**src/rtl/lru_repl_pkg.sv**
```systemverilog
package lru_repl_pkg;
  localparam int WAYS  = 4;
  localparam int WAY_W = 2;

  typedef logic [WAY_W-1:0]            way_t;
  typedef logic [WAYS-1:0]             wmask_t;
  typedef logic [WAYS-1:0][WAY_W-1:0]  rank_vec_t;

  typedef enum logic [2:0] {
    MODE_SHARED  = 3'b000,
    MODE_SPLIT22 = 3'b010,
    MODE_SPLIT31 = 3'b011
  } repl_mode_e;

  // rank 0 = most recent; reset order way0 newest .. way3 oldest
  localparam rank_vec_t RANK_INIT = {2'd3, 2'd2, 2'd1, 2'd0};
endpackage

```
**src/rtl/lru_part_decode.sv**
```systemverilog
module lru_part_decode
  import lru_repl_pkg::*;
(
  input  logic [2:0] mode_i,
  input  logic       is_data_i,
  output wmask_t     allowed_o,
  output logic       mode_ok_o
);
  always_comb begin
    allowed_o = '0;
    mode_ok_o = 1'b1;
    case (mode_i)
      MODE_SHARED:  allowed_o = 4'b1111;
      MODE_SPLIT22: allowed_o = is_data_i ? 4'b1100 : 4'b0011;
      MODE_SPLIT31: allowed_o = is_data_i ? 4'b1000 : 4'b0111;
      default: begin
        allowed_o = '0;
        mode_ok_o = 1'b0;
      end
    endcase
  end
endmodule

```
**src/rtl/lru_rank_store.sv**
```systemverilog
module lru_rank_store
  import lru_repl_pkg::*;
#(
  parameter int NUM_SETS = 16,
  parameter int SET_W    = 4
)(
  input  logic             clk,
  input  logic             rst_n,
  input  wmask_t           inv_i,
  input  logic             touch_i,
  input  logic             fill_i,
  input  logic [SET_W-1:0] set_i,
  input  way_t             way_i,
  output rank_vec_t        ranks_o,
  output wmask_t           valid_o
);
  rank_vec_t rank_all [NUM_SETS];
  wmask_t    vld_all  [NUM_SETS];

  for (genvar s = 0; s < NUM_SETS; s++) begin : g_set
    rank_vec_t rank_q, rank_d;
    wmask_t    vld_q, vld_d;
    logic      hit_set;
    logic      en;

    assign hit_set = (set_i == SET_W'(s)) && touch_i;
    assign en      = hit_set || (|inv_i);

    always_comb begin
      rank_d = rank_q;
      vld_d  = vld_q;
      if (hit_set) begin
        for (int k = 0; k < WAYS; k++) begin
          if (way_t'(k) == way_i)
            rank_d[k] = '0;
          else if (rank_q[k] < rank_q[way_i])
            rank_d[k] = rank_q[k] + 2'd1;
        end
        if (fill_i)
          vld_d[way_i] = 1'b1;
      end
      // invalidate wins over a same-cycle fill and over any lock
      vld_d = vld_d & ~inv_i;
    end

    always_ff @(posedge clk or negedge rst_n) begin
      if (!rst_n) begin
        rank_q <= RANK_INIT;
        vld_q  <= '0;
      end else if (en) begin
        rank_q <= rank_d;
        vld_q  <= vld_d;
      end
    end

    assign rank_all[s] = rank_q;
    assign vld_all[s]  = vld_q;
  end

  assign ranks_o = rank_all[set_i];
  assign valid_o = vld_all[set_i];
endmodule

```
**src/rtl/lru_victim_pick.sv**
```systemverilog
module lru_victim_pick
  import lru_repl_pkg::*;
(
  input  rank_vec_t ranks_i,
  input  wmask_t    valid_i,
  input  wmask_t    cand_i,
  output way_t      victim_o,
  output logic      found_o
);
  wmask_t     empty;
  logic [1:0] best;

  always_comb begin
    empty    = cand_i & ~valid_i;
    found_o  = |cand_i;
    victim_o = '0;
    best     = '0;
    if (|empty) begin
      for (int k = WAYS - 1; k >= 0; k--)
        if (empty[k]) victim_o = way_t'(k);
    end else begin
      for (int k = 0; k < WAYS; k++) begin
        if (cand_i[k] && (ranks_i[k] >= best)) begin
          best     = ranks_i[k];
          victim_o = way_t'(k);
        end
      end
    end
  end
endmodule

```
**src/rtl/lru_repl_ctrl.sv**
```systemverilog
module lru_repl_ctrl
  import lru_repl_pkg::*;
#(
  parameter int NUM_SETS = 16,
  parameter int SET_W    = (NUM_SETS > 1) ? $clog2(NUM_SETS) : 1
)(
  input  logic             clk,
  input  logic             rst_n,
  input  logic [2:0]       mode_i,
  input  logic             icache_en_i,
  input  logic             dcache_en_i,
  input  logic [3:0]       lock_i,
  input  logic [3:0]       inv_i,
  input  logic [SET_W-1:0] set_i,
  input  logic             is_data_i,
  input  logic             hit_i,
  input  logic             fill_i,
  input  logic [1:0]       way_i,
  output logic [1:0]       victim_o,
  output logic             fill_ok_o
);
  logic [1:0] rst_sync_q;
  logic       core_rst_n;

  always_ff @(posedge clk or negedge rst_n) begin
    if (!rst_n) rst_sync_q <= 2'b00;
    else        rst_sync_q <= {rst_sync_q[0], 1'b1};
  end
  assign core_rst_n = rst_sync_q[1];

  wmask_t    allowed, cand, cur_valid;
  logic      mode_ok, type_en;
  rank_vec_t cur_ranks;
  way_t      pick_way;
  logic      pick_found;

  lru_part_decode u_dec (
    .mode_i    (mode_i),
    .is_data_i (is_data_i),
    .allowed_o (allowed),
    .mode_ok_o (mode_ok)
  );

  lru_rank_store #(.NUM_SETS(NUM_SETS), .SET_W(SET_W)) u_store (
    .clk     (clk),
    .rst_n   (core_rst_n),
    .inv_i   (inv_i),
    .touch_i (hit_i | fill_i),
    .fill_i  (fill_i),
    .set_i   (set_i),
    .way_i   (way_i),
    .ranks_o (cur_ranks),
    .valid_o (cur_valid)
  );

  assign type_en = is_data_i ? dcache_en_i : icache_en_i;
  assign cand    = allowed & ~lock_i & {WAYS{mode_ok & type_en}};

  lru_victim_pick u_pick (
    .ranks_i  (cur_ranks),
    .valid_i  (cur_valid),
    .cand_i   (cand),
    .victim_o (pick_way),
    .found_o  (pick_found)
  );

  assign fill_ok_o = pick_found;
  assign victim_o  = pick_found ? pick_way : '0;
endmodule

```
**config.mk**
```make
export PLATFORM = sky130hd
export DESIGN_NAME = lru_repl_ctrl
export DESIGN_NICKNAME = d
export VERILOG_FILES = /design/src/rtl/lru_repl_pkg.sv /design/src/rtl/lru_part_decode.sv /design/src/rtl/lru_rank_store.sv /design/src/rtl/lru_victim_pick.sv /design/src/rtl/lru_repl_ctrl.sv
export SDC_FILE = /design/constraint.sdc
export NUM_CORES = 1
export LEC_CHECK = 0
export ABC_CLOCK_PERIOD_IN_PS = 17800
export BUFFER_PORTS_ARGS = -buffer_cell sky130_fd_sc_hd__buf_2
export CAP_MARGIN = 10
export CORE_ASPECT_RATIO = 0.6
export CORE_MARGIN = 2
export CORE_UTILIZATION = 69
export DETAILED_ROUTE_END_ITERATION = 10
export PLACE_DENSITY = 0.93
export SKIP_LAST_GASP = 1
export SYNTH_ARGS = -nofsm -noshare
export SYNTH_HDL_FRONTEND = slang
export SYNTH_SLANG_ARGS = --single-unit
```
**constraint.sdc**
```tcl
create_clock -name clk -period 17.8 [get_ports clk]
set_input_delay 5.34 -clock clk [delete_from_list [all_inputs] [get_ports clk]]
set_output_delay 5.34 -clock clk [all_outputs]
set_load 0.03 [all_outputs]
```
* Word-level counts from Yosys, hierarchy flattened *
Index checks and enable logic that the tools add are counted.

storage, ports and cells
  register bits after elaboration = 194
  word-level logic and storage cells = 669
  output and inout bits = 3
  bits of input ports = 24

operators by class
  equal/unequal tests = 20
  order comparisons = 71
  bitwise operators = 41
  add/subtract/negate cells = 64
  reduce and logical (&&, ||, !) cells = 172
  muxes and demuxes = 220

operators with widths
  cell                                                      number
  two-way mux 2 bit                                         158
  AND reduction 3 bit                                       64
  two-way mux 4 bit                                         36
  adder 2 x 1 -> 2 bit, second input constant               64
  less-than comparator 2 bit                                64
  nonzero test 2 bit                                        64
  bitwise AND 4 bit                                         19
  binary-select mux 2 bit (select 2 bit)                    16
  OR 4 bit                                                  16
  binary-select mux 8 bit (select 4 bit)                    1
  equality test 4 bit, second input constant                8
  logical AND 1 bit                                         21
  binary-select mux 4 bit (select 4 bit)                    1
  equality test 4 x 3 -> 1 bit, second input constant       4
  logical OR 1 bit                                          16
  two-way mux 8 bit                                         2
  inverter 4 bit                                            3
  case mux 4 bit (3 select lines)                           1
  OR reduction 4 bit                                        3
  equality test 4 x 2 -> 1 bit, second input constant       2
  equality test 3 x 2 -> 1 bit, second input constant       2
  greater-or-equal comparator 2 bit                         3
  greater-or-equal comparator 5 bit, second input constant  1
  inverter 4 -> 5 bit                                       1
  13 further kinds                                          18

* Logic depth before layout (Yosys ltp) *
Gate-level depths: netlist (run 1).

  word-level depth = 21
  depth in mapped cells = 22
  gate-level depth less buffers = 20

* Hierarchy *
From an unflattened synthesis (run 1), not the netlist that was laid out.

unflattened totals
  cell total of the unflattened synthesis = 1167
  area total of the unflattened synthesis = 12959.9 um^2

by module, submodules not included
  module           sequential area each (um^2)  cells each  instances  area an instance (um^2)
  lru_rank_store   4884.7                       1104        1          12451.9
  lru_victim_pick  0.0                          40          1          307.8
  lru_repl_ctrl    50.0                         12          1          121.4
  lru_part_decode  0.0                          11          1          78.8

* Worst setup path after synthesis (run 1) *
OpenSTA, ideal clock, no wires.

  path type = input-to-output
  start = in set_i[2]
  end = out victim_o[0]
  setup slack = 2541 ps
  path buffers = 2
  data required time = 12460 ps
  data arrival time = 9919 ps
  cell stages on the path = 22
  path through = buf_6 > buf_6 > mux4_2 > mux2_2 > a22oi_1 > inv_1 > ha_1 > nand2b_1 > a21oi_1 > nor3_1 > mux2i_1 > ha_1 > nand2b_1 > a21oi_1 > or3_1 > mux2_2 > ha_1 > nand2b_1 > a21oi_1 > nand3_1 > o31ai_1 > a211oi_1

between the ends
  longest elaborated chain between the ends = 21
  elaborated cells between the ends (all ways) = 33
  classes of those cells = 4 x order compare; 21 x mux; 3 x bitwise; 5 x reduce/logical

RTL lines
  element                                                line                                        text
  from (decl)                                            lru_repl_ctrl.sv:14                         input logic [SET_W-1:0] set_i,
  inverter 4 -> 5 bit (not written as such) *            lru_rank_store.sv:60, lru_rank_store.sv:61
  binary-select mux 8 bit (select 4 bit)                 lru_rank_store.sv:60                        assign ranks_o = rank_all[set_i];
  two-way mux 8 bit (not written as such) (2 in series)  lru_rank_store.sv:60
  greater-or-equal comparator 2 x 1 -> 1 bit             lru_victim_pick.sv:23                       if (cand_i[k] && (ranks_i[k] >= best)) begin
  logical AND 1 bit                                      lru_victim_pick.sv:23
  two-way mux 2 bit                                      lru_victim_pick.sv:23
  two-way mux 2 bit                                      lru_victim_pick.sv:18                       if (|empty) begin
  greater-or-equal comparator 2 bit                      lru_victim_pick.sv:23
  [... 4 more ...]                                       -
  logical AND 1 bit                                      lru_victim_pick.sv:23
  two-way mux 2 bit                                      lru_victim_pick.sv:23
  two-way mux 2 bit                                      lru_victim_pick.sv:18
  greater-or-equal comparator 2 bit                      lru_victim_pick.sv:23
  logical AND 1 bit                                      lru_victim_pick.sv:23
  two-way mux 2 bit                                      lru_victim_pick.sv:23
  two-way mux 2 bit *                                    lru_victim_pick.sv:18
  two-way mux 2 bit *                                    lru_repl_ctrl.sv:68                         assign victim_o = pick_found ? pick_way : '0;
  to (decl)                                              lru_repl_ctrl.sv:19                         output logic [1:0] victim_o,

Every way passes the cells marked *; elsewhere a longest branch is shown, timed or not. The select of a mux whose other input is x is not followed.

* Worst setup path after layout (run 1) *
  start = in set_i[0]
  end = out victim_o[0]

Same word-level chain as after synthesis.

==> reports/qor.csv, run 1 <==
metric;value;unit
status;finished with violations;
violations;design-rule violations;
finalHoldViolCount;0;
cts_tree;yes;
fmax;60.50;MHz
power.leakage;5.156;nW
hp-class;reg2reg;
cp-startpoint;set_i[0];
grt_max_degree;80;
synth_compound_area_share;15.02;%
drt_iter0_markers;1644;
drt_pass1_iterations;10;
cts_root_buf;clkbuf_16;
wl_per_cell;25.97;um
rr_startpoint;u_store.g_set[4].rank_q[3];
synthMuxAreaShare;16.67;%
syn2layout_area_growth;6.891;%
antenna_found_initial;2;
finalSetupViolCount;0;
critical_path_class;in2out;
grtUsageMet3;18.53;%
die_w;177.3;um
die-area;19150;um2
nets;1252;
slew_headroom;20.56;%
dp_hpwl;25790;um
r2r_slack;15.49;ns
fin_crit;16.53;ns
rsz0062_at_grt;false;
ff2ff_path_depth;6;
synth_flop_cell;dfrtp_1;
drive_gt1_share;20.58;%
cts_max_level;4;
grt_usage;40.18;%
portBuffers;26;
cp-end-kind;output port;
power;0.9043;mW
ctsResizeCount;0;
drv_cap;0;
setup_tns;0;ns
synth-edff-count;0;
final_cell_mix;nor2_1, dfrtp_1, nor3_1, mux4_2, a21oi_1;
ys_ff_latch;194;
start_util;71.46;%
period_share;92.86;%
tightest_slew;1.187;ns
start_kind;input port;
use_met1;54.56;%
layout_commonest_cell;nor2_1;
route.detailed.drc;2;
ios;27;
grt_pass1_vias;10227;
synth_top_family_by_area;simple AND/OR/NAND/NOR gates;
global_route.usage.met2;57.34;%
worstPathArrival;11.19;ns
ctsLongestPathBuffers;2;
synth_xor_area_share;0;%
drv_slew;0;
path_max_fanout;39;
synthSimpleGateAreaFrac;18.34;%
drtAntennaViolNets;0;
ctsHoldBuffers;0;
core;17410;um2
wl;36520;um
endpoint;victim_o[0];
path_clk_slew;0.08;ns
synth_nets;1257;
synthAdderAreaFrac;7.042;%
fin_hold_ws;0.3592;ns
final-seq-area;4938;um2
die_h;108;um
gr-total-overflow;0;
seq_area_frac_synth;39.67;%
ys_types;51;
ir_drop;69.36;uV
cts_buffers;17;
vias_per_cell;7.482;
crit_required;12.46;ns
avgSynthCellArea;10.69;um2
multiInputGateArea;7107;um2
finClkSkew;0.01446;ns
power_per_cell_area;68.02;nW/um2
grt_pass1_wl;57090;um
reg2reg_to;u_store.g_set[4].rank_q[3];
row_count;37;
ys_async_sr_fraction;100.0;%
synth_warnings;0;
gp_congestion;0.9963;
postCtsSetupRepairBufs;0;
nFillCells;1080;
dr_total_vias;10520;
grt-busiest-layer;met2;
syn_area;12440;um2
clkSinkCount;194;
clk_latency;0.46;ns
postSynthCellCount;1163;
-- worst max-delay path, stage by stage --
cell       delay [ns]
buf_2            0.81
nand2b_1         0.13
a2111oi_1        0.81
a22oi_1          0.20
inv_1            0.11
ha_1             0.12
nand2b_1         0.12
a21oi_1          0.08
nor3_1           0.51
mux2i_1          0.31
ha_1             0.26
nand2b_1         0.15
a21oi_1          0.23
or3_1            0.24
mux2_2           0.36
ha_1             0.26
nand2b_1         0.14
a21oi_1          0.14
nand3_1          0.08
o31ai_1          0.39
a211oi_1         0.17
buf_2            0.21
-- state kept, by name, indices dropped and copies added (netlist names) --
name / flops
u_store.g_set.vld_q: 64
u_store.g_set.rank_q: 128
rst_sync_q: 2
-- layer usage --
| metal | vias up | routed length, um |
|---|---|---|
| li1 | 4372 | - |
| met1 | 5127 | 13560 |
| met2 | 867 | 15570 |
| met3 | 152 | 6144 |
| met4 | 2 | 1238 |
| met5 | - | 9 |
-- worst min path at each step --
stage | startpoint | to | slack [ns] | cells after the start
detailed placement | rst_sync_q[0] | rst_sync_q[1] | 0.34 | 0
finish | rst_sync_q[0] | rst_sync_q[1] | 0.36 | 0
global placement | rst_sync_q[0] | rst_sync_q[1] | 0.34 | 0
CTS | rst_sync_q[0] | rst_sync_q[1] | 0.36 | 0
floorplan | rst_sync_q[0] | rst_sync_q[1] | 0.33 | 0
global route | rst_sync_q[0] | rst_sync_q[1] | 0.38 | 0
-- final cells by class --
type                       instances  share of cell area, %
timing repair buffer              46                  2.089
tap                              234                  2.202
antenna                            1                0.01882
inverter                          19                 0.5364
clock buffer                      18                  3.388
clock inverter                    14                  1.167
sequential                       194                  37.14
multi-input combinational        880                  53.45
-- through the flow --
stage	utilization, %	worst slack [ns]	std cells	area, um2
finish	76.38	1.270	1406	13300
global route	76.37	0.8776	1405	13290
CTS	76.37	1.351	1405	13290
detailed placement	72.89	1.591	1373	12690
global placement	72.86	1.763	1372	12680
floorplan	-	2.541	1163	12440
-- power by group --
part | internal (mW) | switching, mW | total [mW]
registers | 0.442 | 0.00283 | 0.445
clock network | 0.197 | 0.198 | 0.394
logic | 0.0181 | 0.0468 | 0.0650
-- synth_stat cells, types with 6 or more instances --
cell	n	share of area [%]
o21ai_0	47	1.9
mux4_2	78	14
nand2b_1	11	0.55
nor3_1	85	3.4
dfstp_2	64	14
dfrtp_1	130	26
nor2_1	147	4.4
nand2_1	50	1.5
o21ai_1	6	0.24
and2_1	8	0.40
ha_1	70	7.0
nor2b_1	69	3.5
nor3b_1	54	3.3
a32o_1	50	4.0
o21a_1	63	3.8
a22o_1	13	0.92
mux4_1	8	1.7
clkbuf_1	30	0.91
a21oi_1	71	2.9
inv_1	19	0.57
buf_2	30	1.2
-- cell families (layout without fill, tap and decap cells) --
group	Yosys count	in the layout
simple gates	446	446
compound gates	267	267
flops	194	194
mux	96	96
buf+inv	89	97
fa+ha+maj	70	70
other cells	1	2
Power figures use the tool's default switching activity.
==> run 2: changes to the inputs <==
--- a/config.mk
+++ b/config.mk
@@ -5,14 +5,14 @@
 export SDC_FILE = /design/constraint.sdc
 export NUM_CORES = 1
 export LEC_CHECK = 0
-export ABC_CLOCK_PERIOD_IN_PS = 17800
+export ABC_CLOCK_PERIOD_IN_PS = 14110
 export BUFFER_PORTS_ARGS = -buffer_cell sky130_fd_sc_hd__buf_2
 export CAP_MARGIN = 10
 export CORE_ASPECT_RATIO = 0.6
 export CORE_MARGIN = 2
-export CORE_UTILIZATION = 69
+export CORE_UTILIZATION = 40
 export DETAILED_ROUTE_END_ITERATION = 10
-export PLACE_DENSITY = 0.93
+export PLACE_DENSITY = 0.63
 export SKIP_LAST_GASP = 1
 export SYNTH_ARGS = -nofsm -noshare
 export SYNTH_HDL_FRONTEND = slang
==> constraint.sdc (replaced) <==
create_clock -name clk -period 14.11 [get_ports clk]
set_input_delay 4.233 -clock clk [delete_from_list [all_inputs] [get_ports clk]]
set_output_delay 4.233 -clock clk [all_outputs]
set_load 0.03 [all_outputs]
==> reports/qor.csv, run 2 (synthesis results as in run 1) <==
metric;value;unit;change
portBuffers;26;;unchanged
hp-class;reg2reg;;
drtAntennaViolNets;0;;unchanged
cp-end-kind;output port;;
routed-wl-met3;4209;um;-31%
nets;1257;;+0.40%
fin_crit;13.54;ns;
die_w;231.7;um;+31%
syn2layout_area_growth;9.184;%;
antenna_found_initial;0;;-2
top_register;u_store.g_set.rank_q;;
status;finished clean;;
postCtsSetupRepairBufs;0;;unchanged
fmax;73.88;MHz;
period_share;95.93;%;
grt_pass1_vias;9237;;-9.7%
worstPathArrival;9.30;ns;-1.89 ns
dp.cells;1552;;+13%
diodes;0;;-1
core;30290;um2;+74%
start_kind;input port;;
fin_cells;1584;;+13%
r2r_slack;11.90;ns;-3.59 ns
grt_pass1_wl;57300;um;+0.37%
setup_tns;0;ns;unchanged
largest_reg_flops;128;;unchanged
crit_required;9.88;ns;-2.58 ns
finalSetupViolCount;0;;unchanged
tightest_slew;1.376;ns;+0.1883 ns
route.detailed.drc;0;;-2
slew_headroom;7.956;%;-13 points
grt_usage;23.55;%;-17 points
wl;36840;um;+0.89%
drt_iter0_markers;1023;;-38%
ir_drop;87.82;uV;+27%
start_util;41.07;%;-30 points
fin_ws;0.5737;ns;-0.6965 ns
cts_tree;yes;;
power;1.167;mW;+29%
nFillCells;2825;;+160%
gr-total-overflow;0;;unchanged
grt_max_degree;67;;-16%
drv_cap;0;;unchanged
clkSinkCount;194;;unchanged
die-area;32570;um2;+70%
drive_gt1_share;21.00;%;+0.42 points
cts_buffers;17;;unchanged
power.leakage;5.194;nW;+0.73%
vias_per_cell;6.169;;-18%
power_per_cell_area;85.94;nW/um2;+26%
wl_met1;17710;um;+31%
gp_congestion;0.9317;;-6.5%
drt_pass1_iterations;5;;-5
path_max_fanout;31;;-21%
wl_met2;14260;um;-8.4%
critical_path_class;in2out;;
final_cell_mix;nor2_1, dfrtp_1, nor3_1, mux4_2, a21oi_1;;
dp_hpwl;26990;um;+4.7%
dr_total_vias;9772;;-7.1%
finalHoldViolCount;0;;unchanged
layout_commonest_cell;nor2_1;;
cts_max_level;4;;unchanged
finClkSkew;0.009643;ns;-0.004813 ns
clk_latency;0.47;ns;about the same
die_h;140.6;um;+30%
drv_slew;0;;unchanged
routed.top_layer;met4;;
cts_root_buf;clkbuf_16;;
rsz0062_at_grt;false;;
place_ws;0.5611;ns;-1.030 ns
reg.largest.list;u_store.g_set.rank_q: 128 flops, u_store.g_set.vld_q: 64 flops, rst_sync_q: 2 flops;;
ctsResizeCount;0;;unchanged
wl_per_cell;23.26;um;-10%
row_count;49;;+32%
ctsLongestPathBuffers;2;;unchanged
ios;27;;unchanged
ctsHoldBuffers;0;;unchanged
path_clk_slew;0.08;ns;about the same
## run 2: routing by layer
metal	vias up	track usage (%)
li1	4391	-
met1	4907	36.41
met2	425	29.99
met3	49	8.981
met4	0	6.444
met5	-	0
## run 2: power by group
part           internal, mW  switching, mW
registers             0.558        0.00413
logic                0.0235         0.0583
clock network         0.260          0.263
## run 2: layout make-up
class / instances / area (um2) / share of cell area, %
well taps: 408 / 510.5 / 3.759
repair buffers: 51 / 317.8 / 2.340
multi-input cells: 880 / 7109 / 52.35
clock buffers: 17 / 425.4 / 3.132
clock inverters: 15 / 207.7 / 1.529
inverters: 19 / 71.32 / 0.5252
flip-flops and latches: 194 / 4938 / 36.36
## run 2: stage by stage
step	cell area (um2)	utilization, %	hold slack [ns]
final	13580	44.84	0.3566
after floorplan	12440	-	0.3312
after global placement	12950	42.75	0.3375
after detailed placement	12950	42.75	0.3420
after global routing	13580	44.84	0.3735
after CTS	13580	44.84	0.3604
## run 2: final timing paths
check	start	endpoint	cells past startpoint
setup / recovery	set_i[2]	victim_o[1]	22
hold / removal	rst_sync_q[0]	rst_sync_q[1]	0
setup reg to reg	u_store.g_set[4].rank_q[1]	u_store.g_set[4].rank_q[5]	7
hold reg to reg	rst_sync_q[0]	rst_sync_q[1]	0
max in group asynchronous	rst_n	rst_sync_q[1]	1
min in group asynchronous	rst_sync_q[1]	u_store.g_set[15].rank_q[0]	0
## run 2: critical path: stages
cell and delay, ns:
buf_2 0.30, buf_4 0.50, nor2_1 0.19, a22o_1 0.28, a221oi_1 0.32, ha_1 0.20, nand2b_1 0.09, a21oi_1 0.06
nor3_1 0.38, mux2i_1 0.28, ha_1 0.25, nand2b_1 0.14, a21oi_1 0.16, or3_1 0.19, mux2_2 0.35, ha_1 0.26
nand2b_1 0.13, a21oi_1 0.16, nand3_1 0.08, o31ai_1 0.38, a311oi_2 0.15, buf_2 0.20
==> run 3: changes to the inputs <==
--- a/config.mk
+++ b/config.mk
@@ -5,14 +5,14 @@
 export SDC_FILE = /design/constraint.sdc
 export NUM_CORES = 1
 export LEC_CHECK = 0
-export ABC_CLOCK_PERIOD_IN_PS = 14110
+export ABC_CLOCK_PERIOD_IN_PS = 13400
 export BUFFER_PORTS_ARGS = -buffer_cell sky130_fd_sc_hd__buf_2
 export CAP_MARGIN = 10
 export CORE_ASPECT_RATIO = 0.6
 export CORE_MARGIN = 2
 export CORE_UTILIZATION = 40
 export DETAILED_ROUTE_END_ITERATION = 10
-export PLACE_DENSITY = 0.63
+export PLACE_DENSITY = 0.61
 export SKIP_LAST_GASP = 1
 export SYNTH_ARGS = -nofsm -noshare
 export SYNTH_HDL_FRONTEND = slang
==> constraint.sdc (replaced) <==
create_clock -name clk -period 13.4 [get_ports clk]
set_input_delay 4.02 -clock clk [delete_from_list [all_inputs] [get_ports clk]]
set_output_delay 4.02 -clock clk [all_outputs]
set_load 0.03 [all_outputs]
==> reports/qor.csv, run 3 (synthesis results as in run 1) <==
metric;value;unit;change
cts_root_buf;clkbuf_16;;
worstPathArrival;8.82;ns;-0.48 ns
ff2ff_path_depth;7;;unchanged
cts_tree;yes;;
ctsHoldBuffers;0;;unchanged
finalHoldViolCount;0;;unchanged
grt_pass1_vias;9337;;+1.1%
period_share;95.85;%;
grt_pass1_wl;58300;um;+1.7%
die_w;231.7;um;unchanged
ctsLongestPathBuffers;2;;unchanged
status;finished clean;;
wl;37600;um;+2.1%
start_util;41.07;%;unchanged
grt-busiest-layer;met1;;
row_count;49;;unchanged
postCtsSetupRepairBufs;0;;unchanged
drtAntennaViolNets;0;;unchanged
dr_total_vias;9813;;+0.42%
cp_slowest_cell;mux4_2;;
drv_cap;0;;unchanged
final_core_util;44.80;%;about the same
wl_per_cell;23.67;um;+1.7%
p_switching;0.3325;mW;+2.0%
r2r_slack;11.15;ns;-0.75 ns
use_met1;37.73;%;+1.3 points
rr_startpoint;u_store.g_set[4].rank_q[1];;
hp-class;reg2async;;
internal-power;0.8658;mW;+2.9%
syn2layout_area_growth;9.083;%;about the same
finClkSkew;0.008030;ns;-0.001613 ns
dp_hpwl;27640;um;+2.4%
drv_slew;0;;unchanged
path_max_fanout;18;;-42%
diodes;0;;unchanged
largest_reg_flops;128;;unchanged
fin_crit;12.84;ns;
die_h;140.6;um;unchanged
power.leakage;5.194;nW;about the same
tightest_slew;1.309;ns;-0.06621 ns
ctsResizeCount;0;;unchanged
gr-total-overflow;0;;unchanged
combPwrFrac;7.5;%;+0.5 points
route.detailed.drc;0;;unchanged
swShare;27.75;%;-0.17 points
global_route.usage.met2;30.85;%;+0.87 points
finalSetupViolCount;0;;unchanged
setup_tns;0;ns;unchanged
antenna_found_initial;0;;unchanged
cts_max_level;4;;unchanged
seq_power_share;49.2;%;+1.1 points
postLayoutCellArea;13570;um2;about the same
start_kind;input port;;
portBuffers;26;;unchanged
rsz0062_at_grt;false;;
ir_drop;90.37;uV;+2.9%
gp_congestion;0.9563;;+2.6%
cpPeakStageDelay;0.55;ns;+0.05 ns
clkSinkCount;194;;unchanged
reg.largest.list;u_store.g_set.rank_q: 128 flops, u_store.g_set.vld_q: 64 flops, rst_sync_q: 2 flops;;
vias_per_cell;6.176;;+0.10%
grt_usage;24.13;%;+0.58 points
layout_commonest_cell;nor2_1;;
drive_gt1_share;21.42;%;+0.42 points
crit_buf_inv;2;;-1
critical_path_class;in2out;;
reg2reg_to;u_store.g_set[4].rank_q[5];;
clk_latency;0.47;ns;about the same
power_per_cell_area;88.32;nW/um2;+2.8%
ios;27;;unchanged
grt_max_degree;76;;+13%
grtUsageMet3;8.091;%;-0.89 points
cp_cell_sequence;buf_2, mux4_2, a22o_1, a221oi_1, ha_1, nand2b_1, a21oi_1, nor3_2, mux2i_1, ha_1, nand2b_1, a21oi_1, or3_1, mux2_2, ha_1, nand2b_1, a21oi_1, nand3_1, o31ai_1, a311oi_2, buf_2;;
drt_pass1_iterations;5;;unchanged
cp-end-kind;output port;;
clockPowerShare;43.3;%;-1.5 points
top_register;u_store.g_set.rank_q;;
slew_headroom;12.04;%;+4.1 points
crit_required;9.38;ns;-0.50 ns
placed_area;12990;um2;+0.29%
drt_iter0_markers;1047;;+2.3%
fmax;77.86;MHz;
cp_top_family;compound AO/OA/AOI/OAI gates;;
path_clk_slew;0.08;ns;about the same
final_cell_mix;nor2_1, dfrtp_1, nor3_1, mux4_2, a21oi_1;;
die-area;32570;um2;unchanged
nets;1262;;+0.40%
cts_buffers;17;;unchanged
core;30290;um2;unchanged
[run 3: worst register-to-register path, stage by stage (launching register included)]
cell and delay [ns]:
dfrtp_1 0.49, mux4_2 0.49, inv_1 0.15, ha_1 0.26
or3b_2 0.47, nor3_1 0.14, a21oi_1 0.06, o21ai_1 0.12
[run 3: worst max-delay path by stage]
stage,slack (ns),depth (start not counted),end,from
after global placement,0.43,21,victim_o[1],set_i[0]
final,0.56,21,victim_o[1],set_i[0]
after detailed placement,0.43,21,victim_o[1],set_i[0]
after CTS,0.41,21,victim_o[1],set_i[0]
after floorplan,0.78,22,victim_o[0],set_i[2]
after global routing,0.12,21,victim_o[0],set_i[0]
[run 3: power by group through the flow]
stage	Combinational (mW)	Sequential (mW)	Clock, mW
after detailed placement	0.0900	0.601	0
after global placement	0.0892	0.601	0
after CTS	0.0902	0.590	0.529
after global routing	0.0984	0.590	0.550
after floorplan	0.0540	0.607	0
final	0.0899	0.590	0.519
[run 3: stage by stage]
| stage | hold slack (ns) | power (mW) | setup WS [ns] | cells |
|---|---|---|---|---|
| after floorplan | 0.3312 | 0.6606 | 0.7806 | 1163 |
| after detailed placement | 0.2522 | 0.6906 | 0.4298 | 1557 |
| final | 0.2419 | 1.198 | 0.5565 | 1589 |
| after CTS | 0.2568 | 1.209 | 0.4140 | 1589 |
| after global placement | 0.2533 | 0.6898 | 0.4260 | 1557 |
| after global routing | 0.2754 | 1.239 | 0.1186 | 1589 |
[run 3: metal layers]
| layer | share of wire [%] | vias to the layer above |
|---|---|---|
| li1 | - | 4390 |
| met1 | 48 | 4924 |
| met2 | 39 | 447 |
| met3 | 11 | 52 |
| met4 | 1.9 | 0 |
| met5 | 0 | - |
[run 3: final cells by class]
class / count / area (um2)
Tap cell: 408 / 510.5
Clock buffer: 18 / 439.2
Clock inverter: 14 / 138.9
Sequential cell: 194 / 4938
Fill cell: 2790 / 16720
Multi-Input combinational cell: 880 / 7114
Inverter: 19 / 71.32
Timing Repair Buffer: 56 / 355.3
